$ cat config.mk
export PLATFORM = sky130hd
export DESIGN_NAME = aeq_search_fsm
export DESIGN_NICKNAME = d
export VERILOG_FILES = /design/src/rtl/aeq_pkg.sv /design/src/rtl/aeq_window_timer.sv /design/src/rtl/aeq_err_acc.sv /design/src/rtl/aeq_code_stepper.sv /design/src/rtl/aeq_search_fsm.sv
export SDC_FILE = /design/constraint.sdc
export NUM_CORES = 1
export LEC_CHECK = 0
export BUFFER_PORTS_ARGS = -buffer_cell sky130_fd_sc_hd__buf_2
export CAP_MARGIN = 20
export CORE_ASPECT_RATIO = 1.25
export CORE_UTILIZATION = 50
export DETAILED_ROUTE_END_ITERATION = 16
export GPL_ROUTABILITY_DRIVEN = 0
export PLACE_DENSITY = 0.71
export SETUP_SLACK_MARGIN = 0.2
export SLEW_MARGIN = 20
export SYNTH_ARGS = -nofsm -noshare
export SYNTH_HDL_FRONTEND = slang
export SYNTH_SLANG_ARGS = --single-unit
export TNS_END_PERCENT = 5
$ cat constraint.sdc
create_clock -name clk -period 4.55 [get_ports clk]
set_clock_uncertainty 0.1 [all_clocks]
set_input_delay 0.6825 -clock clk [delete_from_list [all_inputs] [get_ports clk]]
set_output_delay 0.6825 -clock clk [all_outputs]
set_load 0.005 [all_outputs]
$ cat src/rtl/aeq_pkg.sv
package aeq_pkg;
    typedef enum logic [1:0] {
        ST_LOAD,
        ST_EVAL,
        ST_STEP,
        ST_DONE
    } aeq_state_e;

    typedef struct packed {
        logic       two_step;
        logic       eq_outer;
        logic       dly_en;
        logic [2:0] mask;
    } aeq_cfg_t;
endpackage

$ cat src/rtl/aeq_window_timer.sv
module aeq_window_timer #(
    parameter int TW = 16
) (
    input  logic          clk,
    input  logic          rst_n,
    input  logic          run,
    input  logic [TW-1:0] span,
    output logic          last,
    output logic          late_half
);
    logic [TW-1:0] t_q;

    always_ff @(posedge clk or negedge rst_n) begin
        if (!rst_n)   t_q <= '0;
        else if (run) t_q <= t_q + 1'b1;
        else          t_q <= '0;
    end

    assign last      = run && (t_q == span - 1'b1);
    assign late_half = run && (t_q >= (span >> 1));


    window_bound_chk: assert property (@(posedge clk) disable iff (!rst_n)
        run |-> (t_q < span));
endmodule

$ cat src/rtl/aeq_err_acc.sv
module aeq_err_acc #(
    parameter int CW = 8
) (
    input  logic          clk,
    input  logic          rst_n,
    input  logic          clr,
    input  logic          count_en,
    input  logic [2:0]    mask,
    input  logic          err_clk,
    input  logic          err_seq,
    input  logic          err_par,
    input  logic [CW-1:0] thresh,
    output logic          over
);
    logic [CW-1:0] cnt_q;
    logic [2:0]    hits;
    logic [1:0]    inc;
    logic [CW:0]   wide;
    logic [CW-1:0] sum;

    always_comb begin
        hits = mask & {err_clk, err_seq, err_par};
        inc  = {1'b0, hits[0]} + {1'b0, hits[1]} + {1'b0, hits[2]};
        wide = {1'b0, cnt_q} + {{(CW-1){1'b0}}, inc};
        sum  = wide[CW] ? '1 : wide[CW-1:0];
        over = count_en && (sum > thresh);
    end

    always_ff @(posedge clk or negedge rst_n) begin
        if (!rst_n)        cnt_q <= '0;
        else if (clr)      cnt_q <= '0;
        else if (count_en) cnt_q <= sum;
    end


    count_monotonic_chk: assert property (@(posedge clk) disable iff (!rst_n)
        (count_en && !clr) |=> (cnt_q >= $past(cnt_q)));
endmodule

$ cat src/rtl/aeq_code_stepper.sv
module aeq_code_stepper #(
    parameter int EQ_W  = 4,
    parameter int DLY_W = 4
) (
    input  logic             clk,
    input  logic             rst_n,
    input  logic             load,
    input  logic             step,
    input  logic             mid_start,
    input  logic             eq_outer,
    input  logic             dly_en,
    output logic [EQ_W-1:0]  eq_code,
    output logic [DLY_W-1:0] dly_code
);
    localparam logic [EQ_W-1:0]  EQ_MAX  = '1;
    localparam logic [DLY_W-1:0] POS_MAX = '1;
    localparam logic [DLY_W-1:0] MID_OFS = DLY_W'(1) << (DLY_W - 1);

    logic [EQ_W-1:0]  eq_q, eq_n;
    logic [DLY_W-1:0] pos_q, pos_n, ofs_q;

    always_comb begin
        eq_n  = eq_q;
        pos_n = pos_q;
        if (!dly_en) begin
            eq_n = eq_q + 1'b1;
        end else if (!eq_outer) begin
            eq_n = eq_q + 1'b1;
            if (eq_q == EQ_MAX) pos_n = pos_q + 1'b1;
        end else begin
            pos_n = pos_q + 1'b1;
            if (pos_q == POS_MAX) eq_n = eq_q + 1'b1;
        end
    end

    always_ff @(posedge clk or negedge rst_n) begin
        if (!rst_n) begin
            eq_q  <= '0;
            pos_q <= '0;
            ofs_q <= '0;
        end else if (load) begin
            eq_q  <= '0;
            pos_q <= '0;
            ofs_q <= mid_start ? MID_OFS : '0;
        end else if (step) begin
            eq_q  <= eq_n;
            pos_q <= pos_n;
        end
    end

    assign eq_code  = eq_q;
    assign dly_code = pos_q + ofs_q;


    dly_fixed_chk: assert property (@(posedge clk) disable iff (!rst_n)
        (step && !load && !dly_en) |=> $stable(dly_code));

    eq_inner_chk: assert property (@(posedge clk) disable iff (!rst_n)
        (step && !load && dly_en && !eq_outer && eq_q != EQ_MAX) |=> $stable(dly_code));

    eq_outer_chk: assert property (@(posedge clk) disable iff (!rst_n)
        (step && !load && dly_en && eq_outer && pos_q != POS_MAX) |=> $stable(eq_code));
endmodule

$ cat src/rtl/aeq_search_fsm.sv
module aeq_search_fsm
    import aeq_pkg::*;
#(
    parameter int TW    = 16,
    parameter int CW    = 8,
    parameter int EQ_W  = 4,
    parameter int DLY_W = 4
) (
    input  logic             clk,
    input  logic             rst_n,
    input  logic             restart,
    input  logic [TW-1:0]    relock_time,
    input  logic [2:0]       err_mask,
    input  logic [CW-1:0]    err_thresh,
    input  logic             two_step,
    input  logic             eq_outer,
    input  logic             dly_mid_start,
    input  logic             dly_search_en,
    input  logic             lock,
    input  logic             err_clk,
    input  logic             err_seq,
    input  logic             err_par,
    output logic [EQ_W-1:0]  eq_code,
    output logic [DLY_W-1:0] dly_code,
    output logic             done
);
    localparam logic [TW-1:0] MIN_SPAN = TW'(2);

    aeq_state_e    state_q, state_n;
    aeq_cfg_t      cfg_q;
    logic [TW-1:0] span_q;
    logic [CW-1:0] thr_q;
    logic          last, late_half, over;
    logic          in_eval;

    assign in_eval = (state_q == ST_EVAL);

    always_ff @(posedge clk or negedge rst_n) begin
        if (!rst_n) begin
            cfg_q  <= '{two_step: 1'b0, eq_outer: 1'b0, dly_en: 1'b1, mask: 3'b111};
            span_q <= MIN_SPAN;
            thr_q  <= '0;
        end else if (state_q == ST_LOAD) begin
            cfg_q  <= '{two_step: two_step, eq_outer: eq_outer,
                        dly_en: dly_search_en, mask: err_mask};
            span_q <= (relock_time < MIN_SPAN) ? MIN_SPAN : relock_time;
            thr_q  <= err_thresh;
        end
    end

    aeq_window_timer #(.TW(TW)) u_timer (
        .clk       (clk),
        .rst_n     (rst_n),
        .run       (in_eval),
        .span      (span_q),
        .last      (last),
        .late_half (late_half)
    );

    aeq_err_acc #(.CW(CW)) u_err (
        .clk      (clk),
        .rst_n    (rst_n),
        .clr      (!in_eval),
        .count_en (in_eval && cfg_q.two_step && late_half),
        .mask     (cfg_q.mask),
        .err_clk  (err_clk),
        .err_seq  (err_seq),
        .err_par  (err_par),
        .thresh   (thr_q),
        .over     (over)
    );

    aeq_code_stepper #(.EQ_W(EQ_W), .DLY_W(DLY_W)) u_codes (
        .clk       (clk),
        .rst_n     (rst_n),
        .load      (state_q == ST_LOAD),
        .step      (state_q == ST_STEP),
        .mid_start (dly_mid_start),
        .eq_outer  (cfg_q.eq_outer),
        .dly_en    (cfg_q.dly_en),
        .eq_code   (eq_code),
        .dly_code  (dly_code)
    );

    always_ff @(posedge clk or negedge rst_n) begin
        if (!rst_n) state_q <= ST_LOAD;
        else        state_q <= state_n;
    end

    always_comb begin
        state_n = state_q;
        unique case (state_q)
            ST_LOAD: state_n = ST_EVAL;
            ST_EVAL: begin
                if (over)      state_n = ST_STEP;
                else if (last) state_n = lock ? ST_DONE : ST_STEP;
            end
            ST_STEP: state_n = ST_EVAL;
            ST_DONE: if (!lock) state_n = ST_LOAD;
            default: state_n = ST_LOAD;
        endcase
        if (restart) state_n = ST_LOAD;
    end

    always_comb begin
        done = 1'b0;
        unique case (state_q)
            ST_DONE: done = 1'b1;
            default: done = 1'b0;
        endcase
    end


    early_exit_chk: assert property (@(posedge clk) disable iff (!rst_n)
        (in_eval && over && !restart) |=> (state_q == ST_STEP));

    done_entry_chk: assert property (@(posedge clk) disable iff (!rst_n)
        $rose(done) |-> $past(lock));

    release_chk: assert property (@(posedge clk) disable iff (!rst_n)
        (done && !lock) |=> (state_q == ST_LOAD));

    init_codes_chk: assert property (@(posedge clk) disable iff (!rst_n)
        $past(state_q == ST_LOAD) |-> (eq_code == '0));

    hold_codes_chk: assert property (@(posedge clk) disable iff (!rst_n)
        (in_eval && $past(in_eval)) |-> ($stable(eq_code) && $stable(dly_code)));
endmodule

Word level (Yosys, flattened, before mapping)
Cells that the tools add are included.

Output and inout port bits: 9. Flip-flop bits (word level): 68. Input bits: 38.

Mux-type cells: 23. Magnitude comparators: 3. Add/subtract/negate cells: 8. Reduce and logical (&&, ||, !) cells: 13. Equality and inequality tests: 10. Bitwise gates (word level): 1.

Operators with widths (count): 4-bit two-way mux (11); 16-bit two-way mux (2); 8-bit two-way mux (3); 16-bit by 1-bit adder with 16-bit output, second input constant (1); 16-bit equality test (1); 16-bit by 15-bit >= comparator with 1-bit output (1); 16-bit by 2-bit < comparator with 1-bit output, second input constant (1); 16-bit by 1-bit subtractor with 16-bit output, second input constant (1); 8-bit by 2-bit adder with 9-bit output (1); 4-bit by 1-bit adder with 4-bit output, second input constant (2); 4-bit equality test, second input constant (2); 8-bit > comparator (1); 2-bit two-way mux (4); 2-bit one-hot mux with 3 select lines (1); 1-bit logical AND (5); 4-bit adder (1); 2-bit equality test, second input constant (2); 4-bit by 2-bit inequality test with 1-bit output, second input constant (1); 4-bit inequality test, second input constant (1); 2-bit AND reduction (2); 2-bit nonzero test (2); 3-bit bitwise AND (1); 3-bit inequality test, second input constant (1); 3-bit AND reduction (1); other kinds (8) (9).

Longest topological paths before layout
Gate-level depths: netlist of run 1.

Depth after elaboration: 10. Mapped depth: 17.

Modules after synthesis
A second synthesis of run 1 with hierarchy kept.

Cells, all modules: 437. Area, all modules: 4400.5 µm².

Modules (own cells, without submodules): aeq_window_timer (cells each 194, sequential area each 400.4 µm², area an instance 1701.6 µm², times used 1); aeq_search_fsm (cells each 87, sequential area each 807.0 µm², area an instance 1297.5 µm², times used 1); aeq_err_acc (cells each 105, sequential area each 200.2 µm², area an instance 885.8 µm², times used 1); aeq_code_stepper (cells each 51, sequential area each 225.2 µm², area an instance 515.5 µm², times used 1).

Worst setup path before layout of run 1
Ideal clock, no wire load.

Path kind: input to register. Start point: input port err_par. End point: register state_q[1]. Data arrival time: 3.601 ns. Cell stages on the path: 16. Buffers on the path: 2. Setup slack: 0.728 ns. Required time: 4.329 ns. Setup time: 0.121 ns. Cell sequence: and2_1 > fa_1 > ha_1 > fa_1 > clkbuf_1 > and3_1 > clkbuf_1 > o21a_1 > ha_1 > a21o_1 > a21o_1 > a21oi_1 > a32oi_1 > a21oi_1 > o211ai_2 > and4b_1.

Word-level cells in the longest chain between the ends: 10. Elaborated cells on any way between the ends: 12.

Ends and longest elaborated chain: start: declaration (line aeq_search_fsm.sv:22) `input logic err_par,`; 3-bit bitwise AND * (line aeq_err_acc.sv:22) `hits = mask & {err_clk, err_seq, err_par};`; 1-bit by 1-bit adder with 2-bit output * (line aeq_err_acc.sv:23) `inc = {1'b0, hits[0]} + {1'b0, hits[1]} + {1'b0, hits[2]};`; 2-bit by 1-bit adder with 2-bit output * (line aeq_err_acc.sv:23); 8-bit by 2-bit adder with 9-bit output * (line aeq_err_acc.sv:24) `wide = {1'b0, cnt_q} + {{(CW-1){1'b0}}, inc};`; 8-bit two-way mux * (line aeq_err_acc.sv:25) `sum = wide[CW] ? '1 : wide[CW-1:0];`; 8-bit > comparator * (line aeq_err_acc.sv:26) `over = count_en && (sum > thresh);`; 1-bit logical AND * (line aeq_err_acc.sv:26); 2-bit two-way mux (line aeq_search_fsm.sv:95) `if (over) state_n = ST_STEP;`; 2-bit one-hot mux with 3 select lines (line aeq_search_fsm.sv:92) `unique case (state_q)`; 2-bit two-way mux (line aeq_search_fsm.sv:102) `if (restart) state_n = ST_LOAD;`; end signal: assignment (line aeq_search_fsm.sv:87) `else state_q <= state_n;`; end: declaration (line aeq_search_fsm.sv:29) `aeq_state_e state_q, state_n;`.

Mark *: on every way between the ends. The rest lies on a longest branch, timed or not. A chain may end at the register's enable or synchronous reset.

Final worst setup path of run 1
Start point: register cfg_q[0] in the netlist's numbering. End point: register state_q[1].

Word-level cells in the longest chain between the ends: 10. Elaborated cells on any way between the ends: 12.

Ends and longest elaborated chain: start: declaration (line aeq_search_fsm.sv:30) `aeq_cfg_t cfg_q;`; start signal: assignment (line aeq_search_fsm.sv:40) `cfg_q <= '{two_step: 1'b0, eq_outer: 1'b0, dly_en: 1'b1, mask: 3'b111};`; start signal: assignment (line aeq_search_fsm.sv:44) `cfg_q <= '{two_step: two_step, eq_outer: eq_outer,`; 3-bit bitwise AND * (line aeq_err_acc.sv:22); 1-bit by 1-bit adder with 2-bit output * (line aeq_err_acc.sv:23); 2-bit by 1-bit adder with 2-bit output * (line aeq_err_acc.sv:23); 8-bit by 2-bit adder with 9-bit output * (line aeq_err_acc.sv:24); 8-bit two-way mux * (line aeq_err_acc.sv:25); 8-bit > comparator * (line aeq_err_acc.sv:26); 1-bit logical AND * (line aeq_err_acc.sv:26); 2-bit two-way mux (line aeq_search_fsm.sv:95); 2-bit one-hot mux with 3 select lines (line aeq_search_fsm.sv:92); 2-bit two-way mux (line aeq_search_fsm.sv:102).

Marked as above.

==> results_dict.tcl, run 1 <==
set metrics [dict create \
    place_area_um2 4394 \
    timing.final.max_slew_violations 0 \
    dpl.hpwl_mm 6.770 \
    path_cells "and2_1 -> fa_1 -> ha_1 -> fa_1 -> and3_1 -> o21a_1 -> ha_1 -> a21o_1 -> a21o_1 -> a21oi_1 -> a32oi_1 -> a21oi_1 -> o211ai_2 -> and4b_1" \
    whs_ns 0.2543 \
    crit_start "cfg_q[0]" \
    routed_wirelength_mm 9.065 \
    synthTopCellsByArea "dfrtp_1 37%, ha_1 8.8%, xor2_1 4.7%" \
    grt_overflow 0 \
    area.sequential_um2 1633 \
    cts_max_level 3 \
    antenna_found_initial 0 \
    clock_sinks 65 \
    grt_max_degree 61 \
    drive_gt1_share_pct 15.76 \
    layout_min_cycle_time_ns 3.787 \
    drc 0 \
    cts_buffers 9 \
    via_per_inst 5.732 \
    grt_pass1_vias 3505 \
    finalHoldViolations 0 \
    drtAntennaViolNets 0 \
    tightest_slew_ns 0.7087 \
    rows 36 \
    antenna_cells 0 \
    synth_cell_types 58 \
    wire_per_inst_um 15.36 \
    cts_setup_buffers 0 \
    end_kind "flip-flop" \
    synth_area_per_cell_um2 9.146 \
    die_y_um 103.3 \
    multi_input_area_um2 2277 \
    yosysWarnings 0 \
    fmax_ghz 0.2641 \
    drt_iter0_drc 169 \
    synthCells 449 \
    grtUsageTotal_pct 23.09 \
    core_um2 7883 \
    synth_top_area_cell "dfrtp_1" \
    start_kind "flip-flop" \
    maxCapViolations 0 \
    crit_slowest_cell "dfstp_2" \
    max-slew-margin-rel_pct 52.76 \
    powerDensity_nw_per_um2 370.0 \
    synth_flop_cell "dfrtp_1" \
    area_delta_synth_final_pct 11.85 \
    portBuffers 46 \
    worstPathMaxFanout 9 \
    tns_ns 0 \
    async_flop_share_pct 100.0 \
    postCtsResizedCells 0 \
    ys_seq_elements 65 \
    holdBufCountCts 0 \
    max_stage_delay_ns 0.53 \
    leakage_nw 2.190 \
    hold_class "input pin to asynchronous set/reset pin" \
    fin_nets 559 \
    synth-edff-count 0 \
    finalSetupViolCount 0 \
    worst_ep_required_time_ns 4.68 \
    vdd_drop_max_v 0.0002601 \
    dieArea_um2 8581 \
    fin_area_um2 4593 \
    fill_cells 701 \
    yosysSeqAreaShare_pct 39.76 \
    cts_root_buffer "clkbuf_8" \
    reg2reg_from "cfg_q[0]" \
    fin_total_pwr_mw 1.700 \
    synthesis.nets 518 \
    path_class "flip-flop to flip-flop" \
    netlist_area_um2 4106 \
    rsz0062_at_grt "no" \
    tritoncts "built" \
    clock_path_buffers 2 \
    die_w_um 83.06 \
    status "finished clean" \
    io_pins 47 \
    min_period_over_period_pct 83.23 \
    synth.top_cell.area_share_pct 36.56 \
    initial_core_util_pct 52.10 \
    clk_pin_slew_ns 0.07 \
    cp.arrival_ns 3.92 \
    clock_latency_ns 0.35 \
    first_pass_iters 4 \
    vias 3382 \
    grt_pass1_wl_mm 15.73 \
]
cell families (layout without fill, tap and decap cells):
kind of cell | after synthesis | count (layout) | share of synthesized area, %
compound gates | 89 | 89 | 13.07
xor+xnor | 37 | 37 | 7.892
fa+ha+maj | 31 | 31 | 9.811
buf+inv | 49 | 95 | 4.966
flops | 65 | 65 | 39.76
mux | 12 | 12 | 3.260
simple gates | 166 | 166 | 21.24
synth_stat cells, types with 4 or more instances:
library cell / count
a21o_1: 4
a21oi_1: 22
and2_1: 7
and3_1: 9
and4_1: 5
clkbuf_1: 13
dfrtp_1: 60
dfstp_2: 5
ha_1: 29
inv_1: 30
mux2_1: 9
nand2_1: 48
nand2b_1: 5
nand3_1: 21
nand4_1: 9
nor2_1: 30
nor3_1: 9
nor4_1: 7
o21a_1: 4
o21ai_0: 23
o21ai_1: 13
xnor2_1: 15
xor2_1: 22
flip-flops by register name, summed over array words and instances, names as in the netlist:
name and flops:
u_codes.pos_q 4, u_err.cnt_q 8, u_timer.t_q 16, state_q 2
span_q 16, thr_q 8, u_codes.eq_code 4, cfg_q 6
u_codes.ofs_q 1
cell usage in the layout (no fill, tap or decap), drive strengths merged, types with 7 or more instances in the layout:
cell type  synthesis  routed
ha                29      29
nand2             48      48
buf                5      49
nor4               8       8
o21ai             36      36
nand3             21      21
xnor2             15      15
and2               7       7
nand4              9       9
dfrtp             60      60
xor2              22      22
mux2              11      11
nor3              10      10
a21oi             22      22
and3               9       9
nor2              31      31
inv               30      30
clkbuf            14      13
worst max-delay path: cells and delay by family, from the launching register on:
kind,cells,cell delay [ns]
fa+ha+maj,4,1.34
compound gates,7,1.11
simple gates,3,0.59
flops,1,0.53
per-layer routing:
| layer | global-route usage (%) | share of wire (%) | routed length, um | vias up |
|---|---|---|---|---|
| met3 | 3.413 | 3.1 | 281 | 13 |
| met5 | 0 | 0 | 0 | - |
| met2 | 43.38 | 52 | 4675 | 74 |
| met4 | 9.947 | 1.5 | 136 | 0 |
| li1 | - | - | - | 1662 |
| met1 | 26.42 | 44 | 3973 | 1633 |
cell type report:
cell class                      count  share of cell area [%]
Clock inverter                      3                  0.8717
Timing Repair Buffer               49                   5.503
Tap cell                           95                   2.588
Multi-Input combinational cell    335                   49.58
Clock buffer                       13                   3.460
Sequential cell                    65                   35.55
Inverter                           30                   2.452
power breakdown:
group / total (mW) / internal [mW] / switching, mW
sequential: 0.758 / 0.664 / 0.0940
combinational: 0.433 / 0.187 / 0.246
clock: 0.508 / 0.282 / 0.226
total: 1.70 / 1.13 / 0.566
metrics by stage:
| stage | worst slack (ns) | cells | util, % |
|---|---|---|---|
| finish | 0.7632 | 590 | 58.27 |
| floorplan | 0.7282 | 449 | - |
| global placement | 0.5634 | 574 | 55.75 |
| CTS | 0.7592 | 590 | 58.27 |
| detailed placement | 0.4575 | 574 | 55.75 |
| global route | 0.5229 | 590 | 58.27 |
worst paths after layout:
kind / endpoint / slack (ns) / cells past startpoint
max in group asynchronous: cfg_q[1] / 3.13 / 2
max reg2reg: state_q[1] / 0.76 / 14
min: u_codes.ofs_q[3] / 0.25 / 1
min reg2reg: thr_q[0] / 0.40 / 1
max: state_q[1] / 0.76 / 14
min in group clk: thr_q[0] / 0.40 / 1
(Power assumes the default switching activity.)
==> run 2, diff against run 1 <==
--- a/config.mk
+++ b/config.mk
@@ -5,13 +5,14 @@
 export SDC_FILE = /design/constraint.sdc
 export NUM_CORES = 1
 export LEC_CHECK = 0
+export ABC_AREA = 1
 export BUFFER_PORTS_ARGS = -buffer_cell sky130_fd_sc_hd__buf_2
 export CAP_MARGIN = 20
 export CORE_ASPECT_RATIO = 1.25
 export CORE_UTILIZATION = 50
 export DETAILED_ROUTE_END_ITERATION = 16
 export GPL_ROUTABILITY_DRIVEN = 0
-export PLACE_DENSITY = 0.71
+export PLACE_DENSITY = 0.73
 export SETUP_SLACK_MARGIN = 0.2
 export SLEW_MARGIN = 20
 export SYNTH_ARGS = -nofsm -noshare
==> constraint.sdc (replaced) <==
create_clock -name clk -period 3.1 [get_ports clk]
set_clock_uncertainty 0.1 [all_clocks]
set_input_delay 0.465 -clock clk [delete_from_list [all_inputs] [get_ports clk]]
set_output_delay 0.465 -clock clk [all_outputs]
set_load 0.005 [all_outputs]
==> run 2 against run 1 <==
Effect of this change:
- the run now ends with negative setup slack left
- core utilization grew 1.3 points
- cell count grew 31%
- fmax rose by 3.1%
- power up 80%
- combinational power increased to 2.7 times the previous value
- clock power is 28% higher
==> results_dict.tcl, run 2 <==
set metrics [dict create \
    vdd_drop_max_v 0.0003358 \
    grtUsageMet2_pct 42.17 \
    finalSetupViolCount 2 \
    final_common_cell "nand2_1" \
    yosysSeqAreaShare_pct 37.69 \
    fin_area_um2 4967 \
    switching_share_pct 41.76 \
    grt_overflow 0 \
    dieArea_um2 9042 \
    whs_ns 0.05991 \
    drtAntennaViolNets 0 \
    clock_latency_ns 0.36 \
    portBuffers 46 \
    wire_per_inst_um 13.36 \
    leakage_nw 2.564 \
    first_pass_iters 5 \
    fin_total_pwr_mw 3.068 \
    met1_usage_pct 28.82 \
    clockPowerShare_pct 21.2 \
    reg2reg_from "cfg_q[1]" \
    initial_core_util_pct 51.98 \
    io_pins 47 \
    area.sequential_um2 1633 \
    routed_wirelength_mm 10.29 \
    finalHoldViolations 0 \
    busiest_layer "met2" \
    die_y_um 106.1 \
    p_int_mw 1.787 \
    die_w_um 85.25 \
    power.switching_mw 1.281 \
    top_regs "span_q x16, u_timer.t_q x16" \
    synth_cell_types 35 \
    p_comb_share_pct 38.9 \
    synthCells 608 \
    grt_pass1_vias 4034 \
    fill_cells 767 \
    netlist_area_um2 4332 \
    grt_max_degree 37 \
    grtUsageTotal_pct 24.58 \
    max-slew-margin-rel_pct 48.23 \
    synth_commonest_cells "164 x nand2_1, 92 x inv_1, 61 x nor2_1, 60 x dfrtp_1, 47 x nand3_1" \
    critPathCapture "state_q[0]" \
    rows 37 \
    reg2reg_to "state_q[0]" \
    worst_ep_required_time_ns 3.25 \
    synth-edff-count 0 \
    synth_flop_cell "dfrtp_1" \
    min_period_over_period_pct 118.5 \
    synthesis.nets 677 \
    grt_pass1_wl_mm 17.42 \
    end_kind "flip-flop" \
    vias 4051 \
    synth_top_area_cell "dfrtp_1" \
    crit_start "cfg_q[1]" \
    layout_min_cycle_time_ns 3.672 \
    worstPathMaxFanout 5 \
    yosysWarnings 0 \
    place_area_um2 4748 \
    antenna_found_initial 0 \
    synth_area_per_cell_um2 7.124 \
    timing.final.max_slew_violations 0 \
    drt_iter0_drc 220 \
    synth.top_cell.area_share_pct 34.66 \
    drive_gt1_share_pct 17.24 \
    fin_nets 737 \
    holdBufCountCts 0 \
    start_kind "flip-flop" \
    async_flop_share_pct 100.0 \
    layout_common_cells "160 x nand2_1, 89 x inv_1, 60 x dfrtp_1" \
    fmax_ghz 0.2723 \
    gr-usage-met3_pct 5.590 \
    tns_ns -1.055 \
    core_um2 8333 \
    hold_class "input pin to asynchronous set/reset pin" \
    fin_ws_ns -0.5724 \
    status "finished with violations" \
    clk_pin_slew_ns 0.08 \
    ys_seq_elements 65 \
    rr_worst_depth 21 \
    path_class "flip-flop to flip-flop" \
    clock_path_buffers 2 \
    maxCapViolations 0 \
    via_per_inst 5.261 \
    area_delta_synth_final_pct 14.67 \
    antenna_cells 0 \
    cts_buffers 9 \
    synthTopCellsByArea "dfrtp_1 35%, nand2_1 14%, ha_1 8.4%" \
    rsz0062_at_grt "yes" \
    cp.arrival_ns 3.82 \
    tritoncts "built" \
    dpl.hpwl_mm 7.819 \
    multi_input_area_um2 2350 \
    drc 0 \
    clock_sinks 65 \
    seqPwrFrac_pct 40.0 \
    powerDensity_nw_per_um2 617.6 \
    cts_root_buffer "clkbuf_8" \
    rrSetupSlack_ns -0.57 \
    yosysMostFrequentCell "nand2_1" \
    violations "negative setup slack" \
    cts_max_level 3 \
    tightest_slew_ns 0.7700 \
]
run 2: cell count changes after synthesis, sizes merged, moves of 7 or more:
| cell | previous run | this run |
|---|---|---|
| and2 | 7 | 0 |
| clkbuf | 14 | 6 |
| inv | 30 | 92 |
| nor2 | 31 | 73 |
| and3 | 9 | 0 |
| mux2 | 11 | 0 |
| xnor2 | 15 | 3 |
| nand2 | 48 | 167 |
| o21ai | 36 | 49 |
| nand3 | 21 | 50 |
| xor2 | 22 | 4 |
run 2: cells by family (layout without fill, tap and decap cells):
| kind of cell | count (synthesis) | count (layout) | share of synthesized area (%) |
|---|---|---|---|
| compound gates | 89 | 89 | 11.03 |
| xor+xnor | 7 | 7 | 1.415 |
| fa+ha+maj | 31 | 31 | 9.301 |
| buf+inv | 104 | 169 | 9.301 |
| flops | 65 | 65 | 37.70 |
| simple gates | 312 | 312 | 31.25 |
run 2: power groups by stage:
stage / Clock [mW] / Sequential (mW) / Combinational, mW
floorplan: 0 / 1.19 / 0.889
global placement: 0 / 1.23 / 1.14
detailed placement: 0 / 1.24 / 1.18
CTS: 0.662 / 1.22 / 1.19
global route: 0.693 / 1.25 / 1.39
finish: 0.649 / 1.23 / 1.19
run 2: layer usage:
layer	wire, um	up-vias
li1	-	2062
met1	4443	1892
met2	5168	79
met3	427	18
met4	245	0
met5	0	-
run 2: per-stage QoR:
stage	instances	util (%)	worst slack (ns)
final	770	59.61	-0.5724
after CTS	768	59.08	-0.4708
after global routing	770	59.61	-0.7606
after detailed placement	752	56.98	-0.6581
after global placement	752	56.98	-0.4904
after floorplan	608	-	-0.2159
run 2: worst min path at each step:
stage	from	end	slack, ns	cells after the start
detailed placement	cfg_q[0]	cfg_q[0]	0.36	2
global route	rst_n	u_codes.ofs_q[3]	0.09	1
floorplan	rst_n	cfg_q[4]	0.07	0
finish	rst_n	cfg_q[5]	0.06	1
CTS	rst_n	cfg_q[5]	0.07	1
global placement	cfg_q[1]	cfg_q[1]	0.35	2
run 2: what timing repair did:
| action | in CTS | in global routing |
|---|---|---|
| endpoints found under the setup margin | 2 | 4 |
| resized for setup | 3 | 12 |
| pin swaps | 2 | 14 |
| buffers inserted | 0 | 2 |
run 2: layout make-up:
cell class / count / share of cell area, %
sequential: 65 / 32.87
clock buffer: 13 / 2.997
tap: 97 / 2.443
inverter: 93 / 7.028
multi-input combinational: 439 / 47.30
timing repair buffer: 60 / 7.003
clock inverter: 3 / 0.3526
run 2: worst max-delay path: stages, from the launching register on:
cell and delay (ns):
dfstp_2 0.53, nand2_1 0.05, inv_1 0.06, fa_1 0.43, ha_2 0.22, fa_2 0.37, nand2_2 0.09, nor2_2 0.05
nand2_1 0.09, nor2_2 0.06, nand2_2 0.08, nor2_4 0.06, a21oi_2 0.11, o21ai_1 0.10, ha_1 0.32, a21oi_1 0.06
o21a_1 0.20, a21oi_2 0.19, nand3_2 0.11, nand2_2 0.10, o21bai_1 0.11, nand3_1 0.08
==> run 3, diff against run 2 <==
--- a/config.mk
+++ b/config.mk
@@ -17,5 +17,6 @@
 export SLEW_MARGIN = 20
 export SYNTH_ARGS = -nofsm -noshare
 export SYNTH_HDL_FRONTEND = slang
+export SYNTH_HIERARCHICAL = 1
 export SYNTH_SLANG_ARGS = --single-unit
 export TNS_END_PERCENT = 5
==> run 3 against run 2 <==
Effect of this change:
- the flow still finishes with violations (negative setup slack)
- power grew 14%
- via count grew 2.2%
- global-route usage shrank 0.16 points
- first-iteration DRC count grew 6.4%
- worst hold slack lost 0.0083 ns
- register-to-register slack gained 0.32 ns
- clock-buffer cell count is the same
- combinational power grew 25%
- critical endpoint unchanged
- largest cell class unchanged
==> results_dict.tcl, run 3 <==
set metrics [dict create \
    synth.top_cell.area_share_pct 33.35 \
    cts_max_level 3 \
    rsz0062_at_grt "yes" \
    start_kind "flip-flop" \
    async_flop_share_pct 100.0 \
    fin_ws_ns -0.2498 \
    pre_cts_slack_ns -0.2422 \
    clock_latency_ns 0.34 \
    place_area_um2 4941 \
    max-slew-margin-rel_pct 54.84 \
    synth_area_per_cell_um2 7.023 \
    tritoncts "built" \
    grt_pass1_wl_mm 17.80 \
    drc 0 \
    rows 38 \
    layout_common_cells "221 x nand2_1, 82 x inv_1, 62 x nor2_1" \
    end_kind "flip-flop" \
    worstPathMaxFanout 6 \
    clock_path_buffers 2 \
    yosysSeqAreaShare_pct 36.27 \
    synth_commonest_cells "226 x nand2_1, 86 x inv_1, 65 x nor2_1, 60 x dfrtp_1, 41 x nand3_1" \
    fin_nets 766 \
    grt_pass1_vias 4085 \
    finalSetupViolCount 2 \
    antenna_found_initial 0 \
    area_delta_synth_final_pct 15.95 \
    min_period_over_period_pct 108.1 \
    ys_seq_elements 65 \
    dieArea_um2 9389 \
    drtAntennaViolNets 0 \
    fin_cells 822 \
    routed_wirelength_mm 10.40 \
    grt_max_degree 32 \
    worst_ep_required_time_ns 3.22 \
    dpl.cell_count 805 \
    whs_ns 0.05157 \
    vdd_drop_max_v 0.0005183 \
    die_w_um 86.87 \
    initial_core_util_pct 51.74 \
    netlist_area_um2 4502 \
    synthCells 641 \
    cts_buffers 9 \
    drt_iter0_drc 234 \
    yosysWarnings 6 \
    synth-edff-count 0 \
    final_util_pct 59.99 \
    clk_pin_slew_ns 0.07 \
    synth_top_area_cell "dfrtp_1" \
    cp.arrival_ns 3.47 \
    core_um2 8701 \
    grt_overflow 0 \
    tns_ns -0.4385 \
    die_y_um 108.1 \
    tightest_slew_ns 0.6774 \
    fmax_ghz 0.2985 \
    maxCapViolations 0 \
    synthTopCellsByArea "dfrtp_1 33%, nand2_1 19%, ha_1 8.1%" \
    first_pass_iters 4 \
    leakage_nw 2.816 \
    synth_cell_types 35 \
    dpl.hpwl_mm 7.907 \
    finalHoldViolations 0 \
    hold_class "input pin to asynchronous set/reset pin" \
    portBuffers 46 \
    fin_area_um2 5220 \
    status "finished with violations" \
    path_class "flip-flop to flip-flop" \
    cts_root_buffer "clkbuf_8" \
    vias 4140 \
    via_per_inst 5.036 \
    fin_total_pwr_mw 3.512 \
    synth_flop_cell "dfrtp_1" \
    timing.final.max_slew_violations 0 \
    yosysMostFrequentCell "nand2_1" \
    antenna_cells 0 \
    wire_per_inst_um 12.65 \
    clock_sinks 65 \
    io_pins 47 \
    drive_gt1_share_pct 18.38 \
    powerDensity_nw_per_um2 672.8 \
    top_regs "span_q x16, u_timer/t_q x16" \
    final_common_cell "nand2_1" \
    synthesis.nets 710 \
    violations "negative setup slack" \
    layout_min_cycle_time_ns 3.350 \
    grtUsageTotal_pct 24.42 \
]
[run 3: cell count changes in the layout (fill, tap and decap cells not counted), moves of 5 or more]
cell,delta
a21oi_1,-5
ha_1,-6
ha_4,+7
inv_1,-7
inv_2,+5
nand2_1,+61
nand3_1,-5
nand4_1,+5
nor2_1,+6
nor3_1,-5
o21ai_0,-27
xor2_1,+12
[run 3: cell families after synthesis]
kind of cell	synth area share (%)
AND/OR/NAND/NOR	36.35
XOR/XNOR	3.697
buffers and inverters	8.977
AO/OA/AOI/OAI	5.753
flip-flops	36.27
adder cells (fa/ha/maj)	8.949
[run 3: final timing paths]
| check | start | end | slack, ns | depth (start not counted) |
|---|---|---|---|---|
| worst max-delay path | cfg_q[2] | state_q[0] | -0.25 | 19 |
| worst min-delay path | rst_n | span_q[2] | 0.05 | 1 |
| worst max register to register | cfg_q[2] | state_q[0] | -0.25 | 19 |
| worst min register to register | cfg_q[1] | cfg_q[1] | 0.36 | 2 |
| max in group asynchronous | rst_n | cfg_q[0] | 2.05 | 2 |
| min in group clk | eq_outer | cfg_q[4] | 0.22 | 3 |
[run 3: area by class of cell]
class                           count  area, um^2
Clock buffer                       13       148.9
Tap cell                          120       150.1
Sequential cell                    65        1633
Clock inverter                      3       40.04
Timing Repair Buffer               55       297.8
Multi-Input combinational cell    475        2609
Fill cell                         794        3481
Inverter                           91       341.6
[run 3: layer usage]
layer  vias up  GRT usage [%]  part of all wire, %
met5         -              0                    0
met4         0          12.50                  3.3
met3        32          4.046                  3.3
met2        92          42.35                   51
met1      1910          28.89                   42
li1       2106              -                    -
[run 3: worst max-delay path, stage by stage (launching register included)]
cell     delay [ns]
dfstp_2        0.54
nand2_2        0.05
fa_1           0.52
inv_2          0.05
ha_4           0.16
fa_2           0.39
nand2_4        0.10
inv_2          0.05
nand3_4        0.15
nand3_4        0.11
ha_4           0.28
nand2_1        0.05
inv_1          0.08
nand2_1        0.07
nand2_1        0.07
nand2_1        0.06
a21oi_2        0.17
o21ai_1        0.08
nand3_1        0.08
nand3_1        0.08
[run 3: repair_timing]
action | 4_1_cts | 5_1_grt
resized for setup | 7 | 10
hold buffers | 0 | 0
setup buffers | 1 | 0
pin swaps | 10 | 7
endpoints found under the setup margin | 2 | 9
[run 3: report_power, final]
group          internal [mW]  switching (mW)  leakage, nW  total (mW)
Clock                  0.392           0.310       0.0974       0.702
Combinational          0.567           0.921         1.88        1.49
Sequential              1.08           0.243        0.837        1.32
Total                   2.04            1.47         2.82        3.51
